<file path="config.mk">
export PLATFORM = sky130hd
export DESIGN_NAME = mpuart_port
export DESIGN_NICKNAME = d
export VERILOG_FILES = /design/src/rtl/mpuart_pkg.sv /design/src/rtl/mpuart_tx.sv /design/src/rtl/mpuart_rx.sv /design/src/rtl/mpuart_addr_filter.sv /design/src/rtl/mpuart_rx_hold.sv /design/src/rtl/mpuart_port.sv
export SDC_FILE = /design/constraint.sdc
export NUM_CORES = 1
export LEC_CHECK = 0
export CAP_MARGIN = 15
export CORE_ASPECT_RATIO = 1.5
export CORE_MARGIN = 3
export CORE_UTILIZATION = 52
export DETAILED_ROUTE_END_ITERATION = 7
export GPL_ROUTABILITY_DRIVEN = 0
export PLACE_DENSITY = 0.74
export REMOVE_ABC_BUFFERS = 1
export SKIP_LAST_GASP = 1
export SLEW_MARGIN = 5
export SYNTH_ARGS = -nofsm -noshare
export SYNTH_HDL_FRONTEND = slang
export SYNTH_HIERARCHICAL = 1
export SYNTH_SLANG_ARGS = --single-unit
</file>
<file path="constraint.sdc">
create_clock -name clk -period 3.96 [get_ports clk]
set_clock_uncertainty 0.1 [all_clocks]
set_input_delay 0.396 -clock clk [delete_from_list [all_inputs] [get_ports clk]]
set_output_delay 0.396 -clock clk [all_outputs]
set_load 0.01 [all_outputs]
</file>
<file path="src/rtl/mpuart_pkg.sv">
package mpuart_pkg;
  typedef enum logic [1:0] {RX_IDLE, RX_START, RX_BITS, RX_STOP} rx_state_e;

  function automatic logic maj3(input logic a, input logic b, input logic c);
    return (a & b) | (a & c) | (b & c);
  endfunction
endpackage

</file>
<file path="src/rtl/mpuart_tx.sv">
module mpuart_tx #(
  parameter int DATA_W = 8,
  parameter int OSR    = 16
) (
  input  logic              clk,
  input  logic              rst_n,
  input  logic              tick,
  input  logic              nine,
  input  logic              tx_valid,
  output logic              tx_ready,
  input  logic [DATA_W-1:0] tx_data,
  input  logic              tx_bit9,
  output logic              tx_done,
  output logic              txd
);
  localparam int CW  = $clog2(OSR);
  localparam int FW  = DATA_W + 3;
  localparam int BCW = $clog2(FW + 1);

  logic          busy;
  logic [FW-1:0] shreg;
  logic [CW-1:0] tcnt;
  logic [BCW-1:0] bcnt, last;

  always_ff @(posedge clk or negedge rst_n) begin
    if (!rst_n) begin
      busy    <= 1'b0;
      shreg   <= '1;
      tcnt    <= '0;
      bcnt    <= '0;
      last    <= '0;
      tx_done <= 1'b0;
    end else if (tx_valid && !busy) begin
      busy    <= 1'b1;
      tx_done <= 1'b0;
      shreg   <= {1'b1, (nine ? tx_bit9 : 1'b1), tx_data, 1'b0};
      last    <= nine ? BCW'(FW - 1) : BCW'(FW - 2);
      tcnt    <= '0;
      bcnt    <= '0;
    end else if (busy && tick) begin
      tcnt <= tcnt + 1'b1;
      if (tcnt == CW'(OSR - 1)) begin
        tcnt  <= '0;
        shreg <= {1'b1, shreg[FW-1:1]};
        bcnt  <= bcnt + 1'b1;
        if (bcnt == last) begin
          busy    <= 1'b0;
          tx_done <= 1'b1;
        end
      end
    end
  end

  assign tx_ready = !busy;
  assign txd      = shreg[0];

  a_r3_busy_after_accept: assert property (@(posedge clk) disable iff (!rst_n)
    (tx_valid && tx_ready) |=> !tx_ready);

  a_r3_done_when_idle: assert property (@(posedge clk) disable iff (!rst_n)
    $rose(tx_done) |-> (tx_ready && txd));
endmodule

</file>
<file path="src/rtl/mpuart_rx.sv">
module mpuart_rx
  import mpuart_pkg::*;
#(
  parameter int DATA_W = 8,
  parameter int OSR    = 16
) (
  input  logic              clk,
  input  logic              rst_n,
  input  logic              tick,
  input  logic              rxd,
  input  logic              nine,
  output logic              fr_done,
  output logic [DATA_W-1:0] fr_data,
  output logic              fr_b9,
  output logic              fr_err
);
  localparam int CW  = $clog2(OSR);
  localparam int BCW = $clog2(DATA_W + 2);
  localparam int S0  = OSR / 2 - 1;
  localparam int S1  = OSR / 2;
  localparam int S2  = OSR / 2 + 1;

  rx_state_e     state;
  logic          r_meta, r_sync;
  logic [CW-1:0] tcnt;
  logic [BCW-1:0] bcnt;
  logic          s_a, s_b, nine_q;
  logic [DATA_W:0] sh;
  logic          vote;

  assign vote = maj3(s_a, s_b, r_sync);

  always_ff @(posedge clk or negedge rst_n) begin
    if (!rst_n) begin
      r_meta <= 1'b1;
      r_sync <= 1'b1;
    end else begin
      r_meta <= rxd;
      r_sync <= r_meta;
    end
  end

  always_ff @(posedge clk or negedge rst_n) begin
    if (!rst_n) begin
      state   <= RX_IDLE;
      tcnt    <= '0;
      bcnt    <= '0;
      s_a     <= 1'b1;
      s_b     <= 1'b1;
      nine_q  <= 1'b0;
      sh      <= '0;
      fr_done <= 1'b0;
      fr_data <= '0;
      fr_b9   <= 1'b0;
      fr_err  <= 1'b0;
    end else begin
      fr_done <= 1'b0;
      if (state == RX_IDLE) begin
        if (tick && !r_sync) begin
          state  <= RX_START;
          tcnt   <= CW'(1);
          nine_q <= nine;
        end
      end else if (tick) begin
        tcnt <= tcnt + 1'b1;
        if (tcnt == CW'(S0)) s_a <= r_sync;
        if (tcnt == CW'(S1)) s_b <= r_sync;
        if (state == RX_START) begin
          if (tcnt == CW'(S2) && vote) state <= RX_IDLE;
          else if (tcnt == CW'(OSR - 1)) begin
            state <= RX_BITS;
            bcnt  <= '0;
          end
        end else if (state == RX_BITS) begin
          if (tcnt == CW'(S2)) sh <= {vote, sh[DATA_W:1]};
          else if (tcnt == CW'(OSR - 1)) begin
            bcnt <= bcnt + 1'b1;
            if (bcnt == (nine_q ? BCW'(DATA_W) : BCW'(DATA_W - 1))) state <= RX_STOP;
          end
        end else begin
          if (tcnt == CW'(S2)) begin
            fr_done <= 1'b1;
            fr_err  <= !vote;
            fr_data <= nine_q ? sh[DATA_W-1:0] : sh[DATA_W:1];
            fr_b9   <= nine_q & sh[DATA_W];
            state   <= RX_IDLE;
          end
        end
      end
    end
  end
endmodule

</file>
<file path="src/rtl/mpuart_addr_filter.sv">
module mpuart_addr_filter #(
  parameter int DATA_W = 8
) (
  input  logic              mp_active,
  input  logic [DATA_W-1:0] byte_in,
  input  logic              b9_in,
  input  logic [DATA_W-1:0] node_addr,
  input  logic [DATA_W-1:0] node_mask,
  output logic              accept
);
  logic hit, bcast;

  always_comb begin
    hit    = ((byte_in ^ node_addr) & node_mask) == '0;
    bcast  = (byte_in & node_mask) == node_mask;
    accept = !mp_active || (b9_in && (hit || bcast));
  end
endmodule

</file>
<file path="src/rtl/mpuart_rx_hold.sv">
module mpuart_rx_hold #(
  parameter int DATA_W = 8
) (
  input  logic              clk,
  input  logic              rst_n,
  input  logic              fr_done,
  input  logic              accept,
  input  logic [DATA_W-1:0] fr_data,
  input  logic              fr_b9,
  input  logic              fr_err,
  input  logic              rx_ready,
  output logic              rx_valid,
  output logic [DATA_W-1:0] rx_data,
  output logic              rx_bit9,
  output logic              rx_frame_err
);
  always_ff @(posedge clk or negedge rst_n) begin
    if (!rst_n) begin
      rx_valid     <= 1'b0;
      rx_data      <= '0;
      rx_bit9      <= 1'b0;
      rx_frame_err <= 1'b0;
    end else if (fr_done && accept && !rx_valid) begin
      rx_valid     <= 1'b1;
      rx_data      <= fr_data;
      rx_bit9      <= fr_b9;
      rx_frame_err <= fr_err;
    end else if (rx_valid && rx_ready) begin
      rx_valid <= 1'b0;
    end
  end

  a_r13_hold_stable: assert property (@(posedge clk) disable iff (!rst_n)
    (rx_valid && !rx_ready) |=> (rx_valid && $stable(rx_data) && $stable(rx_bit9)));
endmodule

</file>
<file path="src/rtl/mpuart_port.sv">
module mpuart_port (
  input  logic       clk,
  input  logic       rst_n,
  input  logic       tick,
  input  logic       cfg_nine,
  input  logic       cfg_mp_en,
  input  logic [7:0] cfg_addr,
  input  logic [7:0] cfg_mask,
  input  logic       tx_valid,
  output logic       tx_ready,
  input  logic [7:0] tx_data,
  input  logic       tx_bit9,
  output logic       tx_done,
  output logic       txd,
  input  logic       rxd,
  output logic       rx_valid,
  input  logic       rx_ready,
  output logic [7:0] rx_data,
  output logic       rx_bit9,
  output logic       rx_frame_err
);
  localparam int DATA_W = 8;
  localparam int OSR    = 16;

  logic              fr_done, fr_b9, fr_err, accept, mp_active;
  logic [DATA_W-1:0] fr_data;

  assign mp_active = cfg_mp_en && cfg_nine;

  mpuart_tx #(.DATA_W(DATA_W), .OSR(OSR)) tx_i (
    .clk(clk), .rst_n(rst_n), .tick(tick), .nine(cfg_nine),
    .tx_valid(tx_valid), .tx_ready(tx_ready), .tx_data(tx_data),
    .tx_bit9(tx_bit9), .tx_done(tx_done), .txd(txd)
  );

  mpuart_rx #(.DATA_W(DATA_W), .OSR(OSR)) rx_i (
    .clk(clk), .rst_n(rst_n), .tick(tick), .rxd(rxd), .nine(cfg_nine),
    .fr_done(fr_done), .fr_data(fr_data), .fr_b9(fr_b9), .fr_err(fr_err)
  );

  mpuart_addr_filter #(.DATA_W(DATA_W)) filt_i (
    .mp_active(mp_active), .byte_in(fr_data), .b9_in(fr_b9),
    .node_addr(cfg_addr), .node_mask(cfg_mask), .accept(accept)
  );

  mpuart_rx_hold #(.DATA_W(DATA_W)) hold_i (
    .clk(clk), .rst_n(rst_n), .fr_done(fr_done), .accept(accept),
    .fr_data(fr_data), .fr_b9(fr_b9), .fr_err(fr_err), .rx_ready(rx_ready),
    .rx_valid(rx_valid), .rx_data(rx_data), .rx_bit9(rx_bit9),
    .rx_frame_err(rx_frame_err)
  );

  a_r2_idle_line_high: assert property (@(posedge clk) disable iff (!rst_n)
    tx_ready |-> txd);

  a_r11_filter_needs_b9: assert property (@(posedge clk) disable iff (!rst_n)
    ($rose(rx_valid) && mp_active) |-> rx_bit9);
endmodule

</file>
# After elaboration in Yosys (flattened, before gate mapping)
# Cells that the tools add are included.
dict set report word_totals {
  register_bits 71
  output_inout_bits 14
  inputBits 33
  wordCells 141
}
dict set report op_classes {
  n_eq_ne 16
  n_addsub 4
  muxes 48
  n_reduce_logical 38
  bitwise 12
}
# op count
set op_table {}
lappend op_table {{$mux W4} 16}
lappend op_table {{$mux W11} 3}
lappend op_table {{$mux W2} 12}
lappend op_table {{$add A4 B1 Y4 const B} 4}
lappend op_table {{$and A8 B8 Y8} 2}
lappend op_table {{$eq A4 B4 Y1 const B} 4}
lappend op_table {{$mux W1} 16}
lappend op_table {{$reduce_and A7 Y1} 2}
lappend op_table {{$reduce_bool A2 Y1} 7}
lappend op_table {{$reduce_bool A4 Y1} 3}
lappend op_table {{$reduce_and A5 Y1} 2}
lappend op_table {{$logic_and A1 B1 Y1} 9}
lappend op_table {{$reduce_and A3 Y1} 3}
lappend op_table {{$eq A4 B4 Y1} 2}
lappend op_table {{$eq A8 B8 Y1} 1}
lappend op_table {{$logic_not A8 Y1} 1}
lappend op_table {{$mux W8} 1}
lappend op_table {{$xor A8 B8 Y8} 1}
lappend op_table {{$ne A2 B2 Y1 const B} 3}
lappend op_table {{$reduce_and A2 Y1} 3}
lappend op_table {{$logic_not A1 Y1} 5}
lappend op_table {{$and A1 B1 Y1} 4}
lappend op_table {{$eq A4 B3 Y1 const B} 1}
lappend op_table {{$ne A4 B2 Y1 const B} 1}
lappend op_table {{8 further kinds} 12}

# Longest topological paths before layout
# Gate-level depths: netlist of the first run.
dict set report logic_depth {
  ltp_word 9
  depth_mapped 8
  depth_no_buf 7
}

# Hierarchy
# The synthesis of the first run kept the hierarchy.
# mod area_each_um2 n_inst seq_area_each_um2 cells_per_inst
set modules_own_cells {}
lappend modules_own_cells {mpuart_rx 1704.1 1 880.8 154}
lappend modules_own_cells {mpuart_tx 1167.4 1 588.1 119}
lappend modules_own_cells {mpuart_rx_hold 461.7 1 275.3 25}
lappend modules_own_cells {mpuart_addr_filter 177.7 1 0.0 28}
lappend modules_own_cells {mpuart_port 6.3 1 0.0 1}

# Least setup slack after synthesis of the first run
# Ideal clock, no wire load.
dict set report synth_timing {
  path_type {input -> register}
  startpoint {in cfg_addr[5]}
  endpoint {reg hold_i.rx_bit9}
  path_slack_ps 1810
  cell_stages 7
  setup_ps 125
  path_buffers 1
  t_required_ps 3735
  arrival_time_ps 1925
  cell_sequence {xnor2_1 -> o22ai_1 -> or4_1 -> a31oi_1 -> nand3b_4 -> buf_6 -> mux2_4}
}
dict set report synth_between {
  elab_chain_len 8
}
# item line_no
set synth_rtl {}
lappend synth_rtl {{start, declared} mpuart_port.sv:7} ;# input logic [7:0] cfg_addr,
lappend synth_rtl {{$xor A8 B8 Y8} mpuart_addr_filter.sv:14} ;# hit = ((byte_in ^ node_addr) & node_mask) == '0;
lappend synth_rtl {{$and A8 B8 Y8} mpuart_addr_filter.sv:14}
lappend synth_rtl {{$logic_not A8 Y1} mpuart_addr_filter.sv:14}
lappend synth_rtl {{$logic_or A1 B1 Y1} mpuart_addr_filter.sv:16} ;# accept = !mp_active || (b9_in && (hit || bcast));
lappend synth_rtl {{$logic_and A1 B1 Y1} mpuart_addr_filter.sv:16}
lappend synth_rtl {{$logic_or A1 B1 Y1} mpuart_addr_filter.sv:16}
lappend synth_rtl {{net accept} mpuart_port.sv:25} ;# logic fr_done, fr_b9, fr_err, accept, mp_active;
lappend synth_rtl {{$logic_and A1 B1 Y1 (2 in series)} mpuart_rx_hold.sv:23} ;# end else if (fr_done && accept && !rx_valid) begin
lappend synth_rtl {{end signal, assigned} mpuart_rx_hold.sv:26} ;# rx_bit9 <= fr_b9;
lappend synth_rtl {{end, declared} mpuart_rx_hold.sv:14} ;# output logic rx_bit9,
# The timed path passes the listed nets, and every way through them passes these cells.
# A chain may end at the register's enable or synchronous reset.

# Final worst setup path of the first run
dict set report layout_timing {
  startpoint {reg tx_i.busy}
  endpoint {out tx_ready}
}
dict set report layout_between {
  elab_chain_len 1
}
# item line_no
set layout_rtl {}
lappend layout_rtl {{start, declared} mpuart_tx.sv:20} ;# logic busy;
lappend layout_rtl {{start signal, assigned} mpuart_tx.sv:27} ;# busy <= 1'b0;
lappend layout_rtl {{start signal, assigned} mpuart_tx.sv:34} ;# busy <= 1'b1;
lappend layout_rtl {{start signal, assigned} mpuart_tx.sv:47} ;# busy <= 1'b0;
lappend layout_rtl {{$logic_not A1 Y1} mpuart_tx.sv:54} ;# assign tx_ready = !busy;
lappend layout_rtl {{end, declared} mpuart_port.sv:10} ;# output logic tx_ready,
# No other way between the ends.

==> results.cfg, run 1 <==
[grt]
grt_pass1_wl_um = 12200
overflow = 0
antenna_violations_before_repair = 0
first_global_vias = 2640
global_route.usage.total_pct = 20.1
grt_start_max_net_pins = 38

[finish]
antenna-diode-count = 0
flow.area_growth_from_synthesis_pct = 19.9
finish.net_count = 420
drive_above_1_share_pct = 16.5
nFillCells = 556
register_area_sq_um = 1740
multiInputGateArea_sq_um = 1650

[clocking]
clk_path_buf_depth = 2
clock_tree.root_cell = sky130_fd_sc_hd__clkbuf_8
numCtsBuffers = 9
path_clk_slew_ns = 0.08
htree_num_levels = 3
postCtsSetupRepairBufs = 0
tritoncts_clock_tree = done
cts.hold.buffers_added = 0
tritoncts_num_sinks = 69
clkLatencyLatePin_ns = 0.35
ctsResizeCount = 0

[routing]
drc = 0
detail_route.wirelength_um = 7090
routed-via-count = 2572
drt-initial-drc-count = 125
routedWlPerCell_um = 15.5
detail_route.vias_per_cell = 5.62
post_drt_antenna_nets = 0
dr.pass1.iters = 4

[placed_design]
dp_hpwl_um = 5030
preCtsSetupSlack_ns = 1.24
io_buffer_count = 46

[yosys]
synth.yosys.seq_area_share_pct = 49.6
syn_area_per_cell_sq_um = 10.8
netlist_area_sq_um = 3520
synthDominantAreaCellType = sky130_fd_sc_hd__dfrtp_1
top_cells_by_area_in_the_synthesized_netlist = sky130_fd_sc_hd__dfrtp_1, sky130_fd_sc_hd__dfstp_2, sky130_fd_sc_hd__mux2_2
syn_inst = 327
synth_seq_cells = 69
share_of_flip_flops_with_an_asynchronous_set_or_reset_after_synthesis_pct = 100
share_of_yosys_cell_area_claimed_by_the_top_area_cell_type_pct = 39.1
synth_flop_cell = sky130_fd_sc_hd__dfrtp_1
synth_warnings = 6
synth-edff-count = 0
netlist-cell-type-count = 51

[min_path]
hold_path.class = input port to asynchronous set/reset pin

[sta]
grt_setup_unrepaired = no
slew_headroom_pct = 36.7
setup_tns_ns = 0
setup-violations-final = 0
period_minus_slack_ns = 2.43
timing.final.crit_share_pct = 61.4
number_of_hold_violations_in_the_final_report = 0
worst-slew-pin-transition_ns = 0.947
fin_worst_hold_slack_ns = 0.0165
fmax_ghz = 0.412
post_route_worst_setup_slack_ns = 1.53
slew_viol_final = 0

[run_status]
status = finished clean

[floorplan]
core_area_sq_um = 6530
die_area_sq_um = 7810
start_util_pct = 53.9
die_height_um = 107
ioPinCount = 47
num_rows = 36
dieWidth_um = 73.2

[pwr]
vdd_drop_max_mv = 0.295
power_density_nw_per_um2 = 546
total_power_mw = 2.30
static_leak_nw = 1.87

[setup_path]
endpoint_kind = primary output
worst_setup_path_category = flip-flop to primary output
cp.arrival_ns = 1.93
setup.worst_path.start_class = flip-flop
crit_fanout = 16
worstPathRequired_ns = 3.46

[flow_run]
max_cap_violations = 0
-- per-stage QoR --
stage               cell area [sq um]  std cells  utilization [%]
finish                           4220        458             64.6
global route                     4220        458             64.6
CTS                              4220        458             64.6
detailed placement               4030        442             61.6
global placement                 4030        442             61.6
floorplan                        3450        317                -
-- path summary, 6_finish.rpt --
path	startpoint	endpoint	slack, ns	depth (start not counted)
hold / removal	rst_n	hold_i/rx_data[1]	0.02	1
min in group clk	rx_i/r_meta	rx_i/r_sync	0.26	0
setup reg to reg	rx_i/fr_data[6]	hold_i/rx_bit9	1.62	6
max in group asynchronous	rst_n	tx_i/shreg[6]	2.77	2
setup / recovery	tx_i/busy	tx_ready	1.53	2
hold reg to reg	rx_i/r_meta	rx_i/r_sync	0.26	0
-- layer usage --
| layer | vias up | track usage (%) | wire (um) |
|---|---|---|---|
| met3 | 10 | 4.22 | 264 |
| li1 | 1252 | - | - |
| met5 | - | 0 | 0 |
| met4 | 0 | 9.23 | 131 |
| met1 | 1262 | 24.6 | 3030 |
| met2 | 48 | 33.2 | 3660 |
-- logic make-up after synthesis --
group	count (synthesis)	share of synthesized area [%]
flops	69	49.6
xor+xnor	14	3.49
buf+inv	26	3.56
mux	32	10.9
compound gates	66	11.5
fa+ha+maj	11	3.88
simple gates	109	17.1
-- placed cells by master (no fill, tap or decap), types with 8 or more instances in the layout --
cell                              count
sky130_fd_sc_hd__dfrtp_1             55
sky130_fd_sc_hd__clkdlybuf4s50_1     45
sky130_fd_sc_hd__nand2_1             37
sky130_fd_sc_hd__nor2_1              21
sky130_fd_sc_hd__o21ai_0             17
sky130_fd_sc_hd__nand3_1             17
sky130_fd_sc_hd__inv_1               16
sky130_fd_sc_hd__a21oi_1             16
sky130_fd_sc_hd__dfstp_2             14
sky130_fd_sc_hd__mux2_2              13
sky130_fd_sc_hd__clkbuf_8            10
sky130_fd_sc_hd__mux2i_1             10
sky130_fd_sc_hd__ha_1                10
sky130_fd_sc_hd__o211ai_1            10
sky130_fd_sc_hd__mux2_4               9
sky130_fd_sc_hd__xnor2_1              8
sky130_fd_sc_hd__o22ai_1              8
-- synth_stat cells, types with 8 or more instances --
| cell type | instances |
|---|---|
| sky130_fd_sc_hd__mux2i_1 | 10 |
| sky130_fd_sc_hd__xnor2_1 | 8 |
| sky130_fd_sc_hd__inv_1 | 16 |
| sky130_fd_sc_hd__o21ai_0 | 17 |
| sky130_fd_sc_hd__nand3_1 | 17 |
| sky130_fd_sc_hd__o22ai_1 | 8 |
| sky130_fd_sc_hd__ha_1 | 10 |
| sky130_fd_sc_hd__o211ai_1 | 10 |
| sky130_fd_sc_hd__dfrtp_1 | 55 |
| sky130_fd_sc_hd__mux2_2 | 13 |
| sky130_fd_sc_hd__mux2_4 | 9 |
| sky130_fd_sc_hd__dfstp_2 | 14 |
| sky130_fd_sc_hd__nor2_1 | 21 |
| sky130_fd_sc_hd__a21oi_1 | 16 |
| sky130_fd_sc_hd__nand2_1 | 37 |
-- state kept, by name, indices dropped and copies added (netlist names), 2 cells and up --
signal and flops:
tx_i/bcnt 4, rx_i/fr_data 8, rx_i/sh 9, tx_i/shreg 10, tx_i/last 3, tx_i/tcnt 4, rx_i/bcnt 4, rx_i/state 2
hold_i/rx_data 8, rx_i/tcnt 4
-- final cells by class --
class / instances / area share, %
Inverter: 16 / 1.42
Clock inverter: 4 / 1.13
Clock buffer: 12 / 3.44
Sequential cell: 69 / 41.4
Timing Repair Buffer: 49 / 11.3
Multi-Input combinational cell: 232 / 39.1
Tap cell: 76 / 2.25
-- worst max-delay path: stages (launching register included) --
cell,delay [ns]
sky130_fd_sc_hd__dfrtp_1,0.71
sky130_fd_sc_hd__inv_1,0.32
sky130_fd_sc_hd__clkdlybuf4s50_1,0.56
-- power by group --
group          switching [mW]  internal [mW]  total, mW
clock network           0.263          0.307      0.570
logic                   0.278          0.345      0.623
registers               0.189          0.919       1.11
(Power assumes the default switching activity.)
==> inputs of run 2 (changes only) <==
--- a/config.mk
+++ b/config.mk
@@ -8,7 +8,7 @@
 export CAP_MARGIN = 15
 export CORE_ASPECT_RATIO = 1.5
 export CORE_MARGIN = 3
-export CORE_UTILIZATION = 52
+export CORE_UTILIZATION = 50
 export DETAILED_ROUTE_END_ITERATION = 7
 export GPL_ROUTABILITY_DRIVEN = 0
 export PLACE_DENSITY = 0.74
==> constraint.sdc (replaced) <==
create_clock -name clk -period 2.1 [get_ports clk]
set_clock_uncertainty 0.1 [all_clocks]
set_input_delay 0.21 -clock clk [delete_from_list [all_inputs] [get_ports clk]]
set_output_delay 0.21 -clock clk [all_outputs]
set_load 0.01 [all_outputs]
==> run 2 against run 1 <==
Against the previous run: utilization increased by 1.5 points; final cell count up 4.4%; the run now ends with negative setup slack left; sequential share of layout area decreased by 1.8 points; register-to-register slack lost 1.7 ns; non-clock buffer count up 19; clock power rose by 71%; sequential power grew 83%; die area up 3.7%; first-iteration DRC count is 7.2% higher; combinational power rose by 120%; worst hold slack improved by 0.16 ns; highest routed layer unchanged; critical endpoint is now hold_i/rx_bit9.
==> results.cfg, run 2 (synthesis results as in run 1) <==
[finish]
drive_above_1_share_pct = 20.9
final_common_cell = sky130_fd_sc_hd__dfrtp_1
biggestRegsByFlops = tx_i/shreg: 10 flops, rx_i/sh: 9 flops
finish.net_count = 440
antenna-diode-count = 0
largest_reg_flops = 10
fin_area_sq_um = 4400
largest-register = tx_i/shreg
final_util_pct = 66.1
layout.cells.most_common_list = sky130_fd_sc_hd__dfrtp_1, sky130_fd_sc_hd__clkdlybuf4s50_1, sky130_fd_sc_hd__nand2_1, sky130_fd_sc_hd__nor2_1, sky130_fd_sc_hd__buf_4
flow.area_growth_from_synthesis_pct = 25.2
layoutNonFillerInstCount = 478

[setup_path]
reg2reg_depth = 6
endpoint_kind = flip-flop
setup.worst_path.start_class = flip-flop
worst_setup_path_category = flip-flop to flip-flop
crit_fanout = 6
worstPathRequired_ns = 2.22
cp.arrival_ns = 2.29

[routing]
dr.pass1.iters = 4
drt-initial-drc-count = 134
detail_route.wirelength_um = 7520
detail_route.vias_per_cell = 5.56
post_drt_antenna_nets = 0
drc = 0
routedWlPerCell_um = 15.7
routed-via-count = 2656

[clocking]
clk_path_buf_depth = 2
path_clk_slew_ns = 0.07
htree_num_levels = 3
tritoncts_clock_tree = done
tritoncts_num_sinks = 69
clock_tree.root_cell = sky130_fd_sc_hd__clkbuf_8
numCtsBuffers = 9
clkLatencyLatePin_ns = 0.34

[floorplan]
ioPinCount = 47
num_rows = 36
start_util_pct = 52.8
die_area_sq_um = 8100
dieWidth_um = 74.5
core_area_sq_um = 6670
die_height_um = 109

[pwr]
power_density_nw_per_um2 = 997
static_leak_nw = 1.97
vdd_drop_max_mv = 0.550
total_power_mw = 4.39

[grt]
grt_busiest_layer = met2
grt_pass1_wl_um = 13200
overflow = 0
global_route.usage.total_pct = 21.0
grt.met2_usage_pct = 36.6
grt_start_max_net_pins = 36
antenna_violations_before_repair = 0
grt_util_met3_pct = 2.86
first_global_vias = 2875
grt_use_met1_pct = 25.4

[flow_run]
max_cap_violations = 0

[min_path]
hold_depth = 1
hold_path.class = input port to flip-flop

[sta]
grt_setup_unrepaired = yes
post_route_worst_setup_slack_ns = -0.0662
period_minus_slack_ns = 2.17
slew_headroom_pct = 66.1
timing.final.crit_share_pct = 103
setup-violations-final = 10
number_of_hold_violations_in_the_final_report = 0
worst-slew-pin-transition_ns = 0.508
slew_viol_final = 0
fmax_ghz = 0.462

[placed_design]
post-place-cells = 459
dp_hpwl_um = 5590
preCtsSetupSlack_ns = -0.452
placed_area_sq_um = 4170
io_buffer_count = 46

[run_status]
status = finished, violations left
failing_checks = negative setup slack
-- run 2: routing by layer --
metal	vias to the layer above	wire, um	part of all wire (%)
met1	1305	3160	42
met5	-	0	0
met4	0	133	1.8
met3	11	235	3.1
li1	1295	-	-
met2	45	3990	53
-- run 2: timing repair --
action,4_1_cts,5_1_grt
hold endpoints to repair,20,0
setup endpoints to repair,10,12
setup buffers,1,0
gates resized for setup,4,3
hold buffers,1,0
pin swaps,2,2
gates cloned,1,0
-- run 2: cell type report --
class                           instances  area (sq um)
Fill cell                             532          2260
Multi-Input combinational cell        233          1690
Tap cell                               76          95.1
Sequential cell                        69          1740
Clock buffer                           13           159
Timing Repair Buffer                   68           639
Inverter                               16          60.1
Clock inverter                          3          20.0
-- run 2: path summary, 6_finish.rpt --
kind                            slack [ns]           endpoint            start
worst max-delay path                 -0.07     hold_i/rx_bit9  rx_i/fr_data[2]
worst min-delay path                  0.17        rx_i/r_meta              rxd
worst max register to register       -0.07     hold_i/rx_bit9  rx_i/fr_data[2]
worst min register to register        0.26        rx_i/r_sync      rx_i/r_meta
max in group asynchronous             0.97           rx_i/s_b            rst_n
min in group asynchronous             0.27  hold_i/rx_data[4]            rst_n
-- run 2: power by group --
part / switching [mW] / internal, mW
Clock: 0.484 / 0.492
Sequential: 0.295 / 1.73
Combinational: 0.636 / 0.750
Total: 1.41 / 2.98
-- run 2: through the flow --
stage               hold slack [ns]  setup TNS, ns
floorplan                    -0.186         -0.410
global placement              0.104          -4.24
detailed placement            0.115          -4.61
CTS                           0.161         -0.564
global route                  0.177          -1.39
finish                        0.174         -0.444
-- run 2: worst max-delay path, stage by stage, from the launching register on --
cell                       delay, ns
sky130_fd_sc_hd__dfrtp_1        0.40
sky130_fd_sc_hd__xnor2_1        0.15
sky130_fd_sc_hd__o22ai_1        0.10
sky130_fd_sc_hd__or4_4          0.54
sky130_fd_sc_hd__a31oi_4        0.25
sky130_fd_sc_hd__nand3b_4       0.18
sky130_fd_sc_hd__mux2_4         0.33
